`src/rtl/tadc_pkg.sv`:
```
// Shared frame constants for the touch ADC sequencer.
// Assumes a fixed 24-clock frame: one command byte followed by a 16-bit reply.
package tadc_pkg;
    localparam int CMD_BITS   = 8;
    localparam int RES_BITS   = 12;
    localparam int SKIP_BITS  = 1;                                 // leading don't-care bit of the reply
    localparam int PAD_BITS   = 3;                                 // trailing pad bits of the reply
    localparam int REPLY_BITS = SKIP_BITS + RES_BITS + PAD_BITS;   // 16
    localparam int FRAME_CLKS = CMD_BITS + REPLY_BITS;             // 24
    localparam int STEPS      = 2 * FRAME_CLKS + 1;                // half-periods up to chip-select release
    localparam int STEP_W     = $clog2(STEPS + 1);

    typedef enum logic [1:0] {
        EV_NONE = 2'd0,
        EV_RISE = 2'd1,
        EV_FALL = 2'd2,
        EV_END  = 2'd3
    } tadc_ev_t;
endpackage

```
`src/rtl/tadc_clkdiv.sv`:
```
// Half-period tick generator for the serial clock.
// Captures the divider value on restart and ticks every lim+1 cycles while run is high.
module tadc_clkdiv #(
    parameter int DIV_W = 8
) (
    input  logic             clk,
    input  logic             rst_n,
    input  logic             restart,
    input  logic             run,
    input  logic [DIV_W-1:0] half_cnt,
    output logic             tick
);
    logic [DIV_W-1:0] lim;
    logic [DIV_W-1:0] cnt;

    // Capture the half-period length when a frame begins.
    always_ff @(posedge clk) begin
        if (!rst_n)       lim <= '0;
        else if (restart) lim <= half_cnt;
    end

    // Count system clocks within one half-period.
    always_ff @(posedge clk) begin
        if (!rst_n || restart || !run) cnt <= '0;
        else if (cnt == lim)           cnt <= '0;
        else                           cnt <= cnt + 1'b1;
    end

    assign tick = run && !restart && (cnt == lim);

    // With a divider above zero, two ticks are never adjacent.
    a_r6_tick_spacing: assert property (@(posedge clk) disable iff (!rst_n)
        (tick && lim != '0) |=> !tick);
endmodule

```
`src/rtl/tadc_shift.sv`:
```
// Serial data path: command shifter toward the converter and reply collector from it.
// Assumes shift_out pulses on falling serial edges and sample pulses on rising ones.
module tadc_shift
    import tadc_pkg::*;
(
    input  logic                clk,
    input  logic                rst_n,
    input  logic                load,
    input  logic [CMD_BITS-1:0] ctrl,
    input  logic                shift_out,
    input  logic                sample,
    input  logic                dout,
    output logic                din,
    output logic [RES_BITS-1:0] value
);
    logic [CMD_BITS-1:0]   tx;
    logic [REPLY_BITS-1:0] rx;

    // Shift the command out MSB first and fill the vacated bits with zeros.
    always_ff @(posedge clk) begin
        if (!rst_n)         tx <= '0;
        else if (load)      tx <= ctrl;
        else if (shift_out) tx <= {tx[CMD_BITS-2:0], 1'b0};
    end

    // Keep the most recent 16 reply bits.
    always_ff @(posedge clk) begin
        if (!rst_n || load) rx <= '0;
        else if (sample)    rx <= {rx[REPLY_BITS-2:0], dout};
    end

    assign din   = tx[CMD_BITS-1];
    assign value = rx[REPLY_BITS-SKIP_BITS-1 -: RES_BITS];

    // The command MSB appears on the line right after loading.
    a_r3_load_msb: assert property (@(posedge clk) disable iff (!rst_n)
        load |=> din == $past(ctrl[CMD_BITS-1]));
endmodule

```
`src/rtl/tadc_seq.sv`:
```
// Top of the touch ADC conversion sequencer.
// Frames one 24-clock conversion per accepted start and returns a 12-bit value.
// Assumes the converter changes dout on falling dclk edges.
module tadc_seq
    import tadc_pkg::*;
#(
    parameter int DIV_W = 8
) (
    input  logic                clk,
    input  logic                rst_n,
    input  logic                start,
    input  logic [CMD_BITS-1:0] ctrl_byte,
    input  logic [DIV_W-1:0]    div_half,
    output logic                cs_n,
    output logic                dclk,
    output logic                din,
    input  logic                dout,
    output logic                done,
    output logic [RES_BITS-1:0] result
);
    localparam logic [STEP_W-1:0] LAST_STEP  = STEP_W'(STEPS);
    localparam logic [STEP_W-1:0] QUIET_STEP = STEP_W'(2 * CMD_BITS);

    logic                busy;
    logic [STEP_W-1:0]   step;
    logic [STEP_W-1:0]   nxt;
    logic                tick;
    logic                load;
    tadc_ev_t            ev;
    logic [RES_BITS-1:0] value;

    assign load = start && !busy;
    assign nxt  = step + 1'b1;

    // Classify the serial event that the next half-period boundary produces.
    always_comb begin
        if (!tick)                  ev = EV_NONE;
        else if (nxt == LAST_STEP)  ev = EV_END;
        else if (nxt[0])            ev = EV_RISE;
        else                        ev = EV_FALL;
    end

    tadc_clkdiv #(.DIV_W(DIV_W)) u_div (
        .clk      (clk),
        .rst_n    (rst_n),
        .restart  (load),
        .run      (busy),
        .half_cnt (div_half),
        .tick     (tick)
    );

    tadc_shift u_shift (
        .clk       (clk),
        .rst_n     (rst_n),
        .load      (load),
        .ctrl      (ctrl_byte),
        .shift_out (ev == EV_FALL),
        .sample    (ev == EV_RISE),
        .dout      (dout),
        .din       (din),
        .value     (value)
    );

    // Frame control: busy flag, step count, serial clock level and completion.
    always_ff @(posedge clk) begin
        if (!rst_n) begin
            busy   <= 1'b0;
            step   <= '0;
            dclk   <= 1'b0;
            done   <= 1'b0;
            result <= '0;
        end else begin
            done <= 1'b0;
            if (load) begin
                busy <= 1'b1;
                step <= '0;
                dclk <= 1'b0;
            end else if (tick) begin
                step <= nxt;
                case (ev)
                    EV_RISE: dclk <= 1'b1;
                    EV_FALL: dclk <= 1'b0;
                    EV_END: begin
                        busy   <= 1'b0;
                        done   <= 1'b1;
                        result <= value;
                    end
                    default: ;
                endcase
            end
        end
    end

    assign cs_n = !busy;

    a_r2_clock_framed: assert property (@(posedge clk) disable iff (!rst_n)
        dclk |-> !cs_n);
    a_r4_din_quiet: assert property (@(posedge clk) disable iff (!rst_n)
        (busy && step >= QUIET_STEP) |-> !din);
    a_r7_done_single: assert property (@(posedge clk) disable iff (!rst_n)
        done |=> !done);
    a_r7_release_with_done: assert property (@(posedge clk) disable iff (!rst_n)
        done |-> cs_n);
    a_r8_busy_start_ignored: assert property (@(posedge clk) disable iff (!rst_n)
        (busy && start && !tick) |=> ($stable(step) && !cs_n));
    a_r1_idle_quiet: assert property (@(posedge clk) disable iff (!rst_n)
        cs_n |-> (!dclk && !din));
endmodule

```
`config.mk`:
```
export PLATFORM = sky130hd
export DESIGN_NAME = tadc_seq
export DESIGN_NICKNAME = d
export VERILOG_FILES = /design/src/rtl/tadc_pkg.sv /design/src/rtl/tadc_clkdiv.sv /design/src/rtl/tadc_shift.sv /design/src/rtl/tadc_seq.sv
export SDC_FILE = /design/constraint.sdc
export NUM_CORES = 1
export LEC_CHECK = 0
export BUFFER_PORTS_ARGS = -buffer_cell sky130_fd_sc_hd__buf_2
export CORE_ASPECT_RATIO = 1.75
export CORE_UTILIZATION = 46
export DETAILED_ROUTE_END_ITERATION = 16
export PLACE_DENSITY = 0.71
export SLEW_MARGIN = 40
export SYNTH_ARGS = -nofsm -noshare
export SYNTH_HDL_FRONTEND = slang
export SYNTH_SLANG_ARGS = --single-unit
```
`constraint.sdc`:
```
create_clock -name clk -period 4 [get_ports clk]
set_clock_uncertainty 0.2 [all_clocks]
set_input_delay 0.2 -clock clk [delete_from_list [all_inputs] [get_ports clk]]
set_output_delay 0.2 -clock clk [all_outputs]
set_load 0.03 [all_outputs]
```
==> metrics.md <==
| Metric | Value |
|---|---|
| Crit path launch type | `flop` |
| CTS buffer count | `9` |
| Worst reg-to-reg path cell count | `9` |
| WP data arrival | `3.28 ns` |
| Post-synth EDFFs | `0` |
| Worst-path cell chain | `xnor2_1, nand2_1, nor3_2, o21a_1, ha_1, nand2_1, nor3_2, nand4_1, a21boi_0` |
| Total Wirelength | `6080 µm` |
| H-tree depth | `3` |
| Die height | `106 µm` |
| RD Place Congestion | `roughly 0.83` |
| Finished Layout Cells | `around 430` |
| Synth top area share | `0.422` |
| Max-capacitance violation count | `0` |
| TritonCTS clock tree | `done` |
| Crit path max-delay family | `simple AND/OR/NAND/NOR gates` |
| Post-layout util | `0.579` |
| Fin area | `0.00343 mm²` |
| Ys async rst share | `0` |
| CP Depth | `9` |
| Synth Area in Compound Gates | `0.161` |
| CP max-delay cell | `nor3_2` |
| Simple-gate share of the synthesized area | `0.192` |
| Initial DRC Count | `around 100` |
| Flops & latches, synth | `60` |
| Worst Tran Pin Value | `0.781 ns` |
| Slew Viols, Final | `0` |
| RSZ-0062 raised after global routing | `no` |
| Initial antenna violation count | `0` |
| Clk slew on worst S/H paths | `0.06 ns` |
| Multiplexer area fraction after synthesis | `0.0879` |
| Hold crit path type | `in2reg` |
| Synth Area in Adders | `0.0264` |
| DRT Pass-1 Iters | `4` |
| Setup slack, reg-to-reg | `0.79 ns` |
| Top post-synthesis cells by area | `dfxtp_1 42%, mux2i_1 8.8%, nand2_1 4.4%, nand4_1 3.7%, o31ai_1 3.7%` |
| Grt ovf | `0` |
| Ant diodes | `0` |
| Via Count | `2305` |
| Crit path time final | `3.21 ns` |
| Required time of the critical path | `4.07 ns` |
| Buffers on Ports | `35` |
| CTS root buf | `clkbuf_8` |
| CTS Buffer Depth | `2` |
| FF-to-FF End | `result[10]` |
| Pint | `approximately 1000 µW` |
| Post-DP HPWL | `roughly 4100 µm` |
| Worst-Skew Late Latency | `0.34 ns` |
| Post-CTS setup buffers | `0` |
| Crit path launch | `u_div.cnt[5]` |
| Vias in the first global route | `between 2000 and 2500` |
| Crit path buf inv count | `0` |
| Io pins | `36` |
| Antenna Nets Post-Route | `0` |
| Initial core utilization | `0.480` |
| Worst relative slew slack | `0.477` |
| Final hold viol count | `0` |
| Clk pwr share | `0.436` |
| Share of cells above drive strength 1 | `0.187` |
| Count of different cell masters after synthesis | `44` |
| Core Area | `0.00593 mm²` |
| Area growth, synth to finish | `20.5%` |
| Main flop type after synthesis | `dfxtp_1` |
| Mapped Area | `between 0.002 and 0.003 mm²` |
| Slowest stage delay, CP | `0.62 ns` |
| Setup-failing EPs final | `0` |
| Area of placed instances | `between 0.003 and 0.004 mm²` |
| Synth area leader | `dfxtp_1` |
| Setup TNS Final | `0 ns` |
| Gr usage total | `0.204` |
| Sequential Power Share | `0.454` |
| # DRC | `0` |
| Synthesis Warnings | `0` |
| Mapped Cells | `297` |
| WS Path Type | `reg2reg` |
| Main combinational cell family by area after synthesis | `simple AND/OR/NAND/NOR gates` |
| VDD IR-drop max | `0.494 mV` |
| Post-synthesis sequential area ratio | `0.422` |
| Die width | `61.5 µm` |
| Mean Syn Cell Area | `9.58 µm²` |
| Clock sinks | `60` |
| Net Count, Synth | `323` |
| Wire length per cell | `14.3 µm` |
| Pwr per Cell Area | `400 mW/mm²` |
| Die footprint | `0.00652 mm²` |
| Fillers | `543` |
| Commonest non-fill, non-tap cell in the layout | `dfxtp_1` |
| Vias per cell | `5.41` |
| Worst Setup EP | `result[10]` |
| Setup crit end kind | `flop` |
| Largest net degree at the start of global routing | `34` |
| Leak pwr | `0.00135 µW` |
| Crit-path max FO | `15` |
| Commonest cells after routing, fill and taps aside | `60 x dfxtp_1, 35 x buf_2, 33 x nand2_1` |
| First-pass GRT wire length | `between 9000 and 10000 µm` |
| Combinational power share | `0.110` |
| Switching power share of the total | `0.247` |
| Final Cycle Share | `0.803` |
| Post-Place Cells | `392` |
| Rows | `37` |
| Final #Nets | `369` |
| Reg2reg start | `u_div.cnt[5]` |
| Sw power | `between 300 and 400 µW` |
| Outcome | `finished, final reports clean` |
| XOR/XNOR Fraction of Synth Area | `0.0659` |
| FMAX | `0.312 GHz` |
| Worst hold start | `rst_n` |
-- cells in the mapped netlist (all sizes together) (2+ instances only) --
cell	count
a21boi	21
a21oi	3
and2	2
and3	3
and4	2
buf	10
clkbuf	11
dfxtp	60
ha	6
inv	5
mux2i	25
nand2	33
nand2b	5
nand3	7
nand4	19
nor2	23
nor3	3
nor4	3
o211a	7
o21a	2
o21ai	3
o311ai	2
o31ai	14
xnor2	9
xor2	9
-- cells by family after synthesis --
family,count (synthesis)
AO/OA/AOI/OAI,57
XOR/XNOR,18
adder cells (fa/ha/maj),6
buffers and inverters,26
flip-flops,60
multiplexers,25
AND/OR/NAND/NOR,105
-- power by group through the flow --
stage | logic (µW) | clock network, µW | registers, µW
after floorplan | 110 | 0 | 634
after global placement | 135 | 0 | 637
after detailed placement | 138 | 0 | 637
after CTS | 151 | 611 | 624
after global routing | 166 | 635 | 625
final | 151 | 598 | 624
-- flip-flops by register name, indices dropped and copies added, names as in the netlist --
name        count
u_shift.rx     15
result         12
u_div.cnt       8
u_div.lim       8
u_shift.tx      8
step            6
busy            1
dclk            1
done            1
-- worst min-delay path by stage --
stage	end	slack (ns)	depth (start not counted)
5_1_grt	u_shift.tx[5]	0.22	2
3_3_place_gp	u_shift.tx[2]	0.24	2
2_1_floorplan	u_div.lim[0]	0.14	2
4_1_cts	u_shift.tx[2]	0.17	2
3_5_place_dp	u_shift.tx[4]	0.25	2
6_report	u_shift.tx[1]	0.17	2
-- stage by stage --
step	hold slack, ns	worst slack (ns)	power, µW
floorplan	0.145	1.40	745
global placement	0.238	0.878	772
detailed placement	0.246	0.806	775
CTS	0.168	0.771	1390
global route	0.219	0.450	1430
finish	0.174	0.790	1370
-- area by class of cell --
cell class | count | area [µm²] | area share
multi-input combinational | 211 | 1520 | 0.443
clock buffer | 11 | 141 | 0.0412
inverter | 5 | 18.8 | 0.00547
sequential | 60 | 1200 | 0.350
timing repair buffer | 56 | 378 | 0.110
tap | 78 | 97.6 | 0.0285
clock inverter | 5 | 75.1 | 0.0219
-- what timing repair did --
action | in CTS | in global routing
endpoints found under the hold margin | 18 | 0
hold buffers | 18 | 0
resized for setup | 0 | 0
-- metal layers --
layer / track usage / routed length [µm] / vias to the layer above
met5: 0 / 0 / -
met4: 0.114 / 124 / 0
met3: 0.0438 / 229 / 11
met2: 0.359 / 3280 / 58
met1: 0.212 / 2450 / 1079
li1: - / - / 1157
(Power assumes the default switching activity.)
